File: config.mk
export PLATFORM = sky130hd
export DESIGN_NAME = wr_recovery_guard
export DESIGN_NICKNAME = d
export VERILOG_FILES = /design/src/rtl/wrg_pkg.sv /design/src/rtl/wrg_timing.sv /design/src/rtl/wrg_bank.sv /design/src/rtl/wrg_arb.sv /design/src/rtl/wr_recovery_guard.sv
export SDC_FILE = /design/constraint.sdc
export NUM_CORES = 1
export LEC_CHECK = 0
export ABC_CLOCK_PERIOD_IN_PS = 2710
export CAP_MARGIN = 30
export CORE_MARGIN = 3
export CORE_UTILIZATION = 35
export DETAILED_ROUTE_END_ITERATION = 6
export GPL_ROUTABILITY_DRIVEN = 0
export PLACE_DENSITY = 0.63
export SETUP_SLACK_MARGIN = 0.4
export SLEW_MARGIN = 10
export SYNTH_ARGS = -nofsm -noshare
export SYNTH_HDL_FRONTEND = slang
export SYNTH_HIERARCHICAL = 1
export SYNTH_SLANG_ARGS = --single-unit
export TNS_END_PERCENT = 30
File: constraint.sdc
create_clock -name clk -period 2.71 [get_ports clk]
set_clock_uncertainty 0.05 [all_clocks]
set_input_delay 0.4065 -clock clk [delete_from_list [all_inputs] [get_ports clk]]
set_output_delay 0.4065 -clock clk [all_outputs]
set_load 0.05 [all_outputs]
File: src/rtl/wrg_pkg.sv
`timescale 1ns/1ps
package wrg_pkg;
    localparam int NUM_BANKS_DEF = 8;
    localparam int CNT_W         = 5;
    localparam int TWR_W         = 4;

    typedef enum logic [2:0] {
        CMD_NOP   = 3'd0,
        CMD_WRITE = 3'd1,
        CMD_PRE   = 3'd2
    } cmd_e;

    typedef enum logic [1:0] {
        PH_IDLE = 2'd0,
        PH_LAND = 2'd1,
        PH_REC  = 2'd2
    } phase_e;

    typedef struct packed {
        phase_e             phase;
        logic [CNT_W-1:0]   cnt;
    } bank_st_t;
endpackage

File: src/rtl/wrg_timing.sv
`timescale 1ns/1ps
module wrg_timing
    import wrg_pkg::*;
#(
    parameter int TWR_MIN      = 2,
    parameter int TWR_MAX      = 8,
    parameter int STROBE_SLACK = 1
) (
    input  logic [2:0]        cas_lat,
    input  logic [2:0]        add_lat,
    input  logic              burst8,
    input  logic [TWR_W-1:0]  twr,
    output logic [CNT_W-1:0]  land_load,
    output logic [CNT_W-1:0]  rec_load
);
    localparam logic [CNT_W-1:0] ONE    = CNT_W'(1);
    localparam logic [CNT_W-1:0] SLACK  = CNT_W'(STROBE_SLACK);
    localparam logic [CNT_W-1:0] HALF4  = CNT_W'(2);
    localparam logic [CNT_W-1:0] HALF8  = CNT_W'(4);
    localparam logic [TWR_W-1:0] LO     = TWR_W'(TWR_MIN);
    localparam logic [TWR_W-1:0] HI     = TWR_W'(TWR_MAX);

    logic [CNT_W-1:0] wl;
    logic [CNT_W-1:0] half_bl;
    logic [TWR_W-1:0] twr_c;

    always_comb begin
        // write latency = CL + AL - 1
        wl      = CNT_W'(cas_lat) + CNT_W'(add_lat) - ONE;
        half_bl = burst8 ? HALF8 : HALF4;
        // cycles until recovery start, minus the load cycle
        land_load = wl + half_bl + SLACK - ONE;

        if (twr < LO)      twr_c = LO;
        else if (twr > HI) twr_c = HI;
        else               twr_c = twr;
        rec_load = CNT_W'(twr_c) - ONE;
    end
endmodule

File: src/rtl/wrg_bank.sv
`timescale 1ns/1ps
module wrg_bank
    import wrg_pkg::*;
(
    input  logic              clk,
    input  logic              rst_n,
    input  logic              arm,
    input  logic [CNT_W-1:0]  land_load,
    input  logic [CNT_W-1:0]  rec_load,
    output logic              ok
);
    localparam logic [CNT_W-1:0] ONE = CNT_W'(1);

    bank_st_t st_d, st_q;

    always_comb begin
        st_d = st_q;
        if (arm) begin
            st_d.phase = PH_LAND;
            st_d.cnt   = land_load;
        end else begin
            case (st_q.phase)
                PH_LAND: begin
                    if (st_q.cnt == '0) begin
                        st_d.phase = PH_REC;
                        st_d.cnt   = rec_load;
                    end else begin
                        st_d.cnt = st_q.cnt - ONE;
                    end
                end
                PH_REC: begin
                    if (st_q.cnt == '0) begin
                        st_d.phase = PH_IDLE;
                    end else begin
                        st_d.cnt = st_q.cnt - ONE;
                    end
                end
                default: begin
                    st_d.phase = PH_IDLE;
                    st_d.cnt   = '0;
                end
            endcase
        end
    end

    always_ff @(posedge clk) begin
        if (!rst_n) begin
            st_q <= '{phase: PH_IDLE, cnt: '0};
        end else begin
            st_q <= st_d;
        end
    end

    assign ok = (st_q.phase == PH_IDLE) ||
                (st_q.phase == PH_REC && st_q.cnt == '0);
endmodule

File: src/rtl/wrg_arb.sv
`timescale 1ns/1ps
module wrg_arb #(
    parameter int NUM_BANKS = 8,
    parameter int BANK_W    = $clog2(NUM_BANKS)
) (
    input  logic                 is_pre,
    input  logic                 all_banks,
    input  logic [BANK_W-1:0]    bank,
    input  logic [NUM_BANKS-1:0] ok,
    output logic                 grant,
    output logic                 stall
);
    logic allowed;

    always_comb begin
        allowed = all_banks ? (&ok) : ok[bank];
        grant   = is_pre &  allowed;
        stall   = is_pre & ~allowed;
    end
endmodule

File: src/rtl/wr_recovery_guard.sv
`timescale 1ns/1ps
module wr_recovery_guard
    import wrg_pkg::*;
#(
    parameter int NUM_BANKS = NUM_BANKS_DEF,
    parameter int BANK_W    = $clog2(NUM_BANKS)
) (
    input  logic                  clk,
    input  logic                  rst_n,
    input  logic [2:0]            cmd,
    input  logic [BANK_W-1:0]     bank,
    input  logic                  a10,
    input  logic [2:0]            cas_lat,
    input  logic [2:0]            add_lat,
    input  logic                  burst8,
    input  logic [TWR_W-1:0]      twr,
    output logic [NUM_BANKS-1:0]  pre_ok,
    output logic                  pre_grant,
    output logic                  pre_stall
);
    logic [CNT_W-1:0] land_load;
    logic [CNT_W-1:0] rec_load;
    logic             is_wr_tracked;
    logic             is_pre;

    assign is_wr_tracked = (cmd == CMD_WRITE) && !a10;
    assign is_pre        = (cmd == CMD_PRE);

    wrg_timing u_timing (
        .cas_lat   (cas_lat),
        .add_lat   (add_lat),
        .burst8    (burst8),
        .twr       (twr),
        .land_load (land_load),
        .rec_load  (rec_load)
    );

    for (genvar g = 0; g < NUM_BANKS; g++) begin : g_bank
        wrg_bank u_bank (
            .clk       (clk),
            .rst_n     (rst_n),
            .arm       (is_wr_tracked && (bank == BANK_W'(g))),
            .land_load (land_load),
            .rec_load  (rec_load),
            .ok        (pre_ok[g])
        );
    end

    wrg_arb #(.NUM_BANKS(NUM_BANKS), .BANK_W(BANK_W)) u_arb (
        .is_pre    (is_pre),
        .all_banks (a10),
        .bank      (bank),
        .ok        (pre_ok),
        .grant     (pre_grant),
        .stall     (pre_stall)
    );
endmodule

# [Yosys cells after proc, flatten, opt, wreduce, memory -nomap -nowiden]
# Cells that the tools add are included.
[classes] n_mux=54 n_lt_le_gt_ge=3 eq_ne=65 bitwise=4 n_reduce_logical=68 n_addsub=14
[op_table] operator="7-bit case mux with 2 select lines" n=8
[op_table] operator="5-bit two-way mux" n=16
[op_table] operator="5-bit by 1-bit subtractor with 5-bit output (second input constant)" n=10
[op_table] operator="6-bit two-way mux" n=8
[op_table] operator="3-bit by 2-bit inequality test with 1-bit output (second input constant)" n=16
[op_table] operator="5-bit logical NOT" n=8
[op_table] operator="2-bit two-way mux" n=16
[op_table] operator="2-bit AND reduction" n=16
[op_table] operator="3-bit by 1-bit inequality test with 1-bit output (second input constant)" n=8
[op_table] operator="1-bit logical AND" n=17
[op_table] operator="2-bit by 1-bit == test with 1-bit output (second input constant)" n=8
[op_table] operator="2-bit == test (second input constant)" n=8
[op_table] operator="2-bit logical NOT" n=8
[op_table] operator="2-bit by 1-bit inequality test with 1-bit output (second input constant)" n=8
[op_table] operator="2-bit inequality test (second input constant)" n=8
[op_table] operator="2-bit OR reduction" n=8
[op_table] operator="3-bit == test (second input constant)" n=4
[op_table] operator="3-bit by 2-bit == test with 1-bit output (second input constant)" n=3
[op_table] operator="1-bit logical OR" n=8
[op_table] operator="4-bit two-way mux" n=2
[op_table] operator="8-bit AND reduction" n=1
[op_table] operator="3-bit by 1-bit == test with 1-bit output (second input constant)" n=2
[op_table] operator="5-bit by 1-bit adder with 5-bit output (second input constant)" n=1
[op_table] operator="5-bit adder" n=1
[op_table] operator="other kinds (12)" n=15
[totals] ff_bits=56 input_bits=20

# [Longest topological paths before layout]
# Gate-level depths: netlist (run 1).
[depth] depth_word=8 depth_mapped=9 ltp_nobuf=9

# [Modules after synthesis]
# Netlist (run 1), hierarchy kept.
[modules_own_cells] module="wrg_bank" cells_each=70 instances=8 area_each_um2=581.8
[modules_own_cells] module="wrg_timing" cells_each=30 instances=1 area_each_um2=230.2
[modules_own_cells] module="wrg_arb" cells_each=15 instances=1 area_each_um2=128.9
[modules_own_cells] module="wr_recovery_guard" cells_each=14 instances=1 area_each_um2=102.6

# [Worst setup path after synthesis (run 1)]
# Ideal clock, no wire load.
[synth_path] kind="register -> output" startpoint="register g_bank[5].u_bank/st_q[0] in the netlist's numbering" endpoint="output port pre_grant" arrival_ns=2.774 path_slack_ns=-0.521 stages_incl_launch_ff=8 required_time_ns=2.254 path_cell_list="dfxtp_1 inv_1 ha_1 nor4b_2 a21o_1 mux2i_1 a221o_1 o31ai_2"
[synth_between] elab_chain_len=7
[synth_rtl] element="start, declared" line="wrg_bank.sv:14" source="bank_st_t st_d, st_q;"
[synth_rtl] element="start signal, assigned" line="wrg_bank.sv:48" source="st_q <= '{phase: PH_IDLE, cnt: '0};"
[synth_rtl] element="start signal, assigned" line="wrg_bank.sv:50" source="st_q <= st_d;"
[synth_rtl] element="5-bit logical NOT *" line="wrg_bank.sv:55" source="(st_q.phase == PH_REC && st_q.cnt == '0);"
[synth_rtl] element="1-bit logical AND *" line="wrg_bank.sv:55"
[synth_rtl] element="1-bit logical OR *" line="wrg_bank.sv:54" source="assign ok = (st_q.phase == PH_IDLE) ||"
[synth_rtl] element="net pre_ok[5]" line="wr_recovery_guard.sv:17" source="output logic [NUM_BANKS-1:0] pre_ok,"
[synth_rtl] element="1-bit binary-select mux with 3-bit select" line="wrg_arb.sv:16" source="allowed = all_banks ? (&ok) : ok[bank];"
[synth_rtl] element="1-bit two-way mux (not written as such)" line="wrg_arb.sv:16"
[synth_rtl] element="1-bit two-way mux *" line="wrg_arb.sv:16"
[synth_rtl] element="1-bit AND *" line="wrg_arb.sv:17" source="grant = is_pre & allowed;"
[synth_rtl] element="end, declared" line="wr_recovery_guard.sv:18" source="output logic pre_grant,"
# Mark *: on every way through the listed nets, which the timed path passes. The rest lies on a longest branch. The select of a mux whose other input is x is not followed.

# [Final worst setup path (run 1)]
[layout_path] startpoint="register g_bank[7].u_bank/st_q[1] in the netlist's numbering" endpoint="output port pre_stall"
[layout_between] elab_chain_len=8
[layout_rtl] element="start, declared" line="wrg_bank.sv:14"
[layout_rtl] element="start signal, assigned" line="wrg_bank.sv:48"
[layout_rtl] element="start signal, assigned" line="wrg_bank.sv:50"
[layout_rtl] element="5-bit logical NOT *" line="wrg_bank.sv:55"
[layout_rtl] element="1-bit logical AND *" line="wrg_bank.sv:55"
[layout_rtl] element="1-bit logical OR *" line="wrg_bank.sv:54"
[layout_rtl] element="1-bit binary-select mux with 3-bit select" line="wrg_arb.sv:16"
[layout_rtl] element="1-bit two-way mux (not written as such)" line="wrg_arb.sv:16"
[layout_rtl] element="1-bit two-way mux *" line="wrg_arb.sv:16"
[layout_rtl] element="1-bit inverter *" line="wrg_arb.sv:18" source="stall = is_pre & ~allowed;"
[layout_rtl] element="1-bit AND *" line="wrg_arb.sv:18"
[layout_rtl] element="end, declared" line="wr_recovery_guard.sv:19" source="output logic pre_stall"
# Every way passes the cells marked *; elsewhere a longest branch is shown, timed or not. The select of a mux whose other input is x is not followed.

==> impl_metrics.toml, run 1 <==
[critical_path]
r2r-end = "g_bank[1].u_bank/st_q[2]"
crit_family = "multiplexers"
end_kind = "output port"
crit_required_ps = 2250
cp_slowest_cell = "mux4_2"
cp_max_fo = 3
cp_data_arrival_time_ps = 2190
start_kind = "flop"
r2r-start = "g_bank[1].u_bank/st_q[0]"
worst-path-buf-inv = 2
slowest_delay_ps = 490
r2r_slack_ps = 750
worstSetupPathType = "flop to output port"
path_cells = "inv_1, ha_4, nor4b_4, a21o_4, mux4_2, nor2b_4, o21a_4, buf_12"
r2r_cells = 7

[synthesis]
ys.flop_type = "dfxtp_1"
synth_fa_ha_area_share_pct = 12.2
synthXorXnorAreaFrac_pct = 3.08
yosys.area.top_type = "dfxtp_1"
yosys_warnings = 6
yosys.area_share.simple_pct = 32.1
syn_area_um2 = 5120
yosysMostFrequentCell = "nor2_1"
synth_commonest_cells = "67 x nor2_1, 56 x dfxtp_1, 55 x inv_1"
ys_types = 50
synthArstFlopShare_pct = 0
avgSynthCellArea_um2 = 8.27
synth_top_family_by_area = "simple AND/OR/NAND/NOR gates"
synthTopCellsByArea = "dfxtp_1 22%, ha_1 11%, nor2_1 4.9%"
ys_ff_latch = 56
yosysTopAreaCellShare_pct = 21.9
synth-edff-count = 0
seq_area_frac_synth_pct = 21.9
synth_cells = 619
synth_compound_area_share_pct = 20.1
synthMuxAreaShare_pct = 2.40

[outcome]
status = "finished, final reports clean"

[clocking]
cts_tree = "yes"
cts_buffer_depth = 2
clk_pin_slew_ps = 70
cts_buffers = 5
htree_num_levels = 2
cts_root_buf = "clkbuf_16"
insertion_delay_ps = 300
clock_sinks = 56

[cells_and_area]
syn2layout_area_growth_pct = 29.6
largest_register_ffs = 56
reg_top3 = "g_bank.u_bank/st_q x56"
regMostFlops = "g_bank.u_bank/st_q"
drive_gt1_share_pct = 33.0
diodes = 0
nets = 779

[power_and_ir_drop]
p_per_area_nw_per_um2 = 289
p_leak_nw = 2.60
peakVddDrop_v = 0.000211

[routing]
viasPerCell = 5.62
num_vias = 5009
firstDrtPassIters = 5
antenna_left = 0
wl_mm = 15.4
dr.first_iter.drc_count = 412
drc = 0
wire_per_inst_um = 17.2

[floorplanning]
core-area_um2 = 14100
pin_count = 30
rows = 43
die_h_um = 127
die-area_um2 = 16100
start_util_pct = 36.3
die_x_um = 127

[flow_run]
maxCapViolCount = 0

[placement]
portBuffers = 29
dp_slack_ps = -309
dp_hpwl_mm = 10.6

[timing]
period_minus_slack_ps = 2640
tightest_slew_ps = 591
rsz0062_at_grt = "yes"
whs_ps = 486
setup-violations-final = 0
final_max_slew_viol_count = 0
fin_ws_ps = 66.9
slew_headroom_pct = 60.5
final_hold_viol_count = 0
max_freq_ghz = 0.378
timing.final.crit_share_pct = 97.5

[hold_path]
min_path_type = "flop to flop"
hold_depth = 2
min_to = "g_bank[2].u_bank/st_q[6]"
hp-start = "g_bank[2].u_bank/st_q[6]"

[grt]
grt_overflow = 0
grt_usage_pct = 18.5
antenna_found_initial = 0
grt_pass1_vias = 4875
grt_pass1_wl_mm = 24.5
grt_max_degree = 33
-- cells by family (layout without fill, tap and decap cells) --
| kind of cell | after synthesis | count (layout) |
|---|---|---|
| other | 1 | 2 |
| XOR/XNOR | 18 | 18 |
| multiplexers | 11 | 11 |
| adder cells (fa/ha/maj) | 48 | 48 |
| AND/OR/NAND/NOR | 245 | 245 |
| AO/OA/AOI/OAI | 158 | 158 |
| buffers and inverters | 82 | 174 |
| flip-flops | 56 | 56 |
-- worst max path at each step --
stage / startpoint / to / slack (ps) / cells past startpoint
floorplan: g_bank[1].u_bank/st_q[0] / pre_grant / 200 / 7
global placement: cas_lat[2] / g_bank[5].u_bank/st_q[4] / -260 / 10
detailed placement: cas_lat[2] / g_bank[1].u_bank/st_q[4] / -310 / 10
CTS: g_bank[1].u_bank/st_q[0] / pre_grant / 30 / 8
global route: g_bank[4].u_bank/st_q[0] / pre_grant / -20 / 8
finish: g_bank[7].u_bank/st_q[1] / pre_stall / 70 / 8
-- stage by stage --
| stage | setup TNS, ps | power (mW) | utilization, % | instance area [um^2] | instances |
|---|---|---|---|---|---|
| 2_1_floorplan | 0 | 1.02 | - | 5340 | 620 |
| 3_3_place_gp | -3970 | 1.18 | 42.3 | 5960 | 845 |
| 3_5_place_dp | -4380 | 1.19 | 42.3 | 5960 | 845 |
| 4_1_cts | 0 | 1.90 | 44.9 | 6340 | 876 |
| 5_1_grt | -21.2 | 1.98 | 47.1 | 6630 | 892 |
| 6_report | 0 | 1.92 | 47.1 | 6630 | 892 |
-- cells in the final DEF, fill, tap and decap left out, types with 9 or more instances in the layout --
master	netlist	routed
a21oi_1	24	20
a31oi_1	17	17
and3_1	9	9
buf_4	10	84
clkdlybuf4s50_1	0	13
dfxtp_1	56	42
dfxtp_2	0	14
ha_1	45	32
ha_4	0	9
inv_1	55	38
inv_2	0	16
mux2i_1	10	10
nand2_1	25	22
nand2b_1	17	17
nand4_1	9	9
nor2_1	67	65
nor3b_1	17	17
nor3b_2	16	16
nor4b_4	0	10
o211ai_1	9	9
o21ai_0	49	45
o21ai_1	16	20
or4b_1	9	9
xor2_1	17	16
-- power by group --
| part | internal (mW) | switching [mW] | leakage (nW) |
|---|---|---|---|
| sequential | 0.824 | 0.00271 | 0.458 |
| combinational | 0.165 | 0.234 | 2.07 |
| clock | 0.371 | 0.318 | 0.0712 |
| total | 1.36 | 0.555 | 2.60 |
-- metal layers --
| layer | GRT usage, % | wire [um] |
|---|---|---|
| met5 | 0 | 0 |
| met4 | 7.51 | 501 |
| met3 | 2.15 | 777 |
| met2 | 31.3 | 7320 |
| met1 | 24.0 | 6770 |
-- worst register-to-register path, stage by stage, from the launching register on --
cell and delay [ps]:
dfxtp_2 330, inv_2 70, ha_4 140, buf_4 110, or4b_1 640, and2_2 260, o21ai_1 140, a31oi_1 90
-- layout make-up --
class	instances	area, um^2
Clock buffer	8	146
Inverter	55	209
Tap cell	180	225
Fill cell	1311	7460
Timing Repair Buffer	111	920
Sequential cell	56	1140
Multi-Input combinational cell	482	3990
-- timing repair --
item | in CTS | in global routing
setup buffers | 23 | 16
gates resized for setup | 30 | 53
hold buffers | 0 | 0
pin swaps | 21 | 17
endpoints found under the setup margin | 36 | 39
(Power assumes the default switching activity.)
==> run 2, diff against run 1 <==
--- a/config.mk
+++ b/config.mk
@@ -8,10 +8,10 @@
 export ABC_CLOCK_PERIOD_IN_PS = 2710
 export CAP_MARGIN = 30
 export CORE_MARGIN = 3
-export CORE_UTILIZATION = 35
+export CORE_UTILIZATION = 40
 export DETAILED_ROUTE_END_ITERATION = 6
 export GPL_ROUTABILITY_DRIVEN = 0
-export PLACE_DENSITY = 0.63
+export PLACE_DENSITY = 0.68
 export SETUP_SLACK_MARGIN = 0.4
 export SLEW_MARGIN = 10
 export SYNTH_ARGS = -nofsm -noshare
==> impl_metrics.toml, run 2 (same netlist as run 1, synthesis figures left out) <==
[floorplanning]
die_x_um = 119
core-area_um2 = 12300
die_h_um = 119
pin_count = 30
start_util_pct = 41.7
die-area_um2 = 14200
rows = 40

[timing]
final_hold_viol_count = 0
whs_ps = 486
final_max_slew_viol_count = 0
rsz0062_at_grt = "yes"
period_minus_slack_ps = 2680
max_freq_ghz = 0.373
slew_headroom_pct = 60.3
tightest_slew_ps = 595
setup-violations-final = 0
timing.final.crit_share_pct = 98.9

[power_and_ir_drop]
power_mw = 2.03
p_per_area_nw_per_um2 = 307
pwr-share-clk_pct = 40.0
p_int_mw = 1.48
combPwrFrac_pct = 19.2
p_sw_uw = 548
p_leak_nw = 2.60
peakVddDrop_v = 0.000224
pwr-share-seq_pct = 40.7
switching_share_pct = 27.0

[grt]
grt_pass1_vias = 4836
grt_usage_pct = 21.0
antenna_found_initial = 1
grt_overflow = 0
grt_pass1_wl_mm = 24.4
grt_max_degree = 33

[clocking]
clock_sinks = 56
cts_buffer_depth = 2
cts_hold_buf = 0
insertion_delay_ps = 300
cts_buffers = 5
clk_pin_slew_ps = 80
htree_num_levels = 2
cts_root_buf = "clkbuf_16"
cts_tree = "yes"

[routing]
firstDrtPassIters = 5
wl_mm = 15.0
wire_per_inst_um = 17.1
dr.first_iter.drc_count = 505
num_vias = 5037
antenna_left = 0
viasPerCell = 5.74
drc = 0

[critical_path]
start_kind = "flop"
path_cells = "inv_2, ha_4, nor4b_4, a21o_4, mux2i_1, a221o_1, o31ai_4, buf_12"
end_kind = "output port"
worstSetupPathType = "flop to output port"
cp_max_fo = 3
worst-path-buf-inv = 2
cp_slowest_cell = "a221o_1"
crit_required_ps = 2250
slowest_delay_ps = 420
crit_family = "compound AO/OA/AOI/OAI gates"
cp_data_arrival_time_ps = 2220

[placement]
portBuffers = 29
dp_hpwl_mm = 10.4
dp.cells = 841

[cells_and_area]
diodes = 0
drive_gt1_share_pct = 32.8
nets = 777
final_cells = 878
largest_register_ffs = 56
reg_top3 = "g_bank.u_bank/st_q x56"
syn2layout_area_growth_pct = 29.1
final_cell_mix = "83 x buf_4, 67 x nor2_1, 48 x o21ai_0"
final_common_cell = "buf_4"
regMostFlops = "g_bank.u_bank/st_q"

[flow_run]
maxCapViolCount = 0

[hold_path]
min_path_type = "flop to flop"

[outcome]
status = "finished, final reports clean"
run 2: per-stage QoR:
step	area [um^2]	utilization (%)	setup WS (ps)	TNS, ps
after global routing	6610	53.9	-59.6	-75.5
final	6610	53.9	29.0	0
after detailed placement	6030	49.2	-323	-4750
after CTS	6420	52.4	1.72	0
after global placement	6030	49.2	-262	-4110
after floorplan	5340	-	200	0
run 2: layout make-up:
cell class                      count  area (um^2)
Timing Repair Buffer              109          920
Clock buffer                        7          153
Sequential cell                    56         1140
Tap cell                          168          210
Multi-Input combinational cell    482         3950
Clock inverter                      1         30.0
Inverter                           55          209
Fill cell                        1108         5660
run 2: worst paths after layout:
check                                               from                        to  slack (ps)  cells past startpoint
worst max-delay path            g_bank[5].u_bank/st_q[1]                 pre_grant          30                      8
worst min-delay path            g_bank[1].u_bank/st_q[6]  g_bank[1].u_bank/st_q[6]         490                      2
worst max register to register  g_bank[2].u_bank/st_q[0]  g_bank[2].u_bank/st_q[2]         620                      8
worst min register to register  g_bank[1].u_bank/st_q[6]  g_bank[1].u_bank/st_q[6]         490                      2
run 2: tightest hold or removal path, stage by stage (launching register included):
cell and delay [ps]:
dfxtp_1 320, inv_1 110, a2111oi_2 70
run 2: timing repair:
item,CTS,global route
buffers inserted,16,13
pin swaps,25,20
endpoints found under the setup margin,44,22
gates resized for setup,37,39
run 2: power groups by stage:
| stage | clock network, mW | logic (mW) | registers, mW |
|---|---|---|---|
| floorplan | 0 | 0.177 | 0.846 |
| global placement | 0 | 0.340 | 0.846 |
| detailed placement | 0 | 0.346 | 0.846 |
| CTS | 0.838 | 0.371 | 0.827 |
| global route | 0.859 | 0.413 | 0.827 |
| finish | 0.812 | 0.391 | 0.827 |
run 2: layer usage:
layer  part of all wire, %  GRT usage [%]
met1                    44           28.0
met2                    48           35.1
met3                   6.2           2.71
met4                   2.0           6.59
met5                     0              0
==> run 3, diff against run 2 <==
--- a/config.mk
+++ b/config.mk
@@ -8,10 +8,10 @@
 export ABC_CLOCK_PERIOD_IN_PS = 2710
 export CAP_MARGIN = 30
 export CORE_MARGIN = 3
-export CORE_UTILIZATION = 40
+export CORE_UTILIZATION = 60
 export DETAILED_ROUTE_END_ITERATION = 6
 export GPL_ROUTABILITY_DRIVEN = 0
-export PLACE_DENSITY = 0.68
+export PLACE_DENSITY = 0.91
 export SETUP_SLACK_MARGIN = 0.4
 export SLEW_MARGIN = 10
 export SYNTH_ARGS = -nofsm -noshare
==> impl_metrics.toml, run 3 (same netlist as run 1, synthesis figures left out) <==
[floorplanning]
start_util_pct = 62.0
die_x_um = 98.3
die_h_um = 98.3
pin_count = 30
core-area_um2 = 8260
rows = 33
die-area_um2 = 9670

[outcome]
violations = "setup timing"
status = "finished, violations left"

[routing]
wire_per_inst_um = 21.4
firstDrtPassIters = 5
drc = 0
viasPerCell = 6.79
wl_mm = 17.3
antenna_left = 0
num_vias = 5503
dr.first_iter.drc_count = 602

[clocking]
cts_root_buf = "clkbuf_8"
cts_tree = "yes"
htree_num_levels = 2
cts_buffers = 5
clk_pin_slew_ps = 100
insertion_delay_ps = 330
cts_buffer_depth = 2
clock_sinks = 56

[grt]
grt_pass1_vias = 5446
antenna_found_initial = 1
grt_pass1_wl_mm = 25.8
grt_max_degree = 33
grt_usage_pct = 32.3
grt_overflow = 0

[placement]
dp_hpwl_mm = 10.6
dp_slack_ps = -276
dp.cells = 770
placed_area_um2 = 5900
portBuffers = 29

[power_and_ir_drop]
p_per_area_nw_per_um2 = 268
power_mw = 1.73
p_leak_nw = 2.54
peakVddDrop_v = 0.000217

[timing]
max_freq_ghz = 0.357
fin_ws_ps = -87.3
rsz0062_at_grt = "yes"
tightest_slew_ps = 605
period_minus_slack_ps = 2800
setup-violations-final = 2
final_max_slew_viol_count = 0
final_hold_viol_count = 0
slew_headroom_pct = 59.4
timing.final.crit_share_pct = 103

[cells_and_area]
final_core_util_pct = 78.1
final_common_cell = "buf_4"
reg_top3 = "g_bank.u_bank/st_q x56"
drive_gt1_share_pct = 33.6
regMostFlops = "g_bank.u_bank/st_q"
diodes = 0
nets = 773
final_cell_mix = "78 x buf_4, 66 x nor2_1, 47 x o21ai_0"
final_cells = 810
largest_register_ffs = 56
syn2layout_area_growth_pct = 26.1
final_area_um2 = 6450

[flow_run]
maxCapViolCount = 0

[critical_path]
start_kind = "flop"
path_cells = "inv_4, ha_4, nor4b_4, a21o_4, mux4_2, nor2b_4, o31ai_4, buf_12"
cp_max_fo = 3
cp_data_arrival_time_ps = 2340
crit_required_ps = 2250
slowest_delay_ps = 400
worstSetupPathType = "flop to output port"
cp_slowest_cell = "nor4b_4"
end_kind = "output port"
r2r_cells = 8

[hold_path]
hold_depth = 2
min_path_type = "flop to flop"
## run 3: worst max-delay path: cells and delay by family, from the launching register on
family	cells	cell delay, ps
AOI/OAI and AO/OA	2	500
DFF	1	370
and+or+nand+nor	2	450
adders and majority gates	1	160
muxes	1	270
buffers and inverters	2	250
## run 3: per-stage QoR
stage / TNS (ps) / hold slack [ps]
after global placement: -2800 / 460
after CTS: 0 / 490
after detailed placement: -3970 / 472
after global routing: -183 / 503
after floorplan: 0 / 454
final: -129 / 485
## run 3: what timing repair did
action | in CTS | in global routing
resized for setup | 47 | 42
pin swaps | 21 | 16
gates cloned | 0 | 0
setup buffers | 21 | 12
hold buffers | 0 | 0
setup endpoints to repair | 26 | 28
## run 3: area by class of cell
class	count	area, um^2
Clock buffer	6	72.6
Clock inverter	1	5.00
Fill cell	512	1810
Inverter	55	211
Multi-Input combinational cell	482	3990
Sequential cell	56	1140
Tap cell	105	131
Timing Repair Buffer	105	902
## run 3: routing by layer
metal	track usage [%]	share of wire, %	vias to the layer above
met5	0	0.12	-
met4	18.4	8.1	2
met3	5.50	10	142
met2	54.0	46	380
met1	39.1	36	2572
li1	-	-	2407
## run 3: final timing paths
check | from | to | slack, ps
hold reg to reg | g_bank[1].u_bank/st_q[6] | g_bank[1].u_bank/st_q[6] | 480
setup / recovery | g_bank[3].u_bank/st_q[0] | pre_grant | -90
hold / removal | g_bank[1].u_bank/st_q[6] | g_bank[1].u_bank/st_q[6] | 480
setup reg to reg | g_bank[7].u_bank/st_q[0] | g_bank[7].u_bank/st_q[2] | 640
## run 3: power by group
group          leakage (nW)  switching (mW)  internal [mW]  total (mW)
Sequential            0.458         0.00300          0.823       0.826
Clock                0.0410           0.298          0.178       0.475
Combinational          2.04           0.246          0.183       0.429
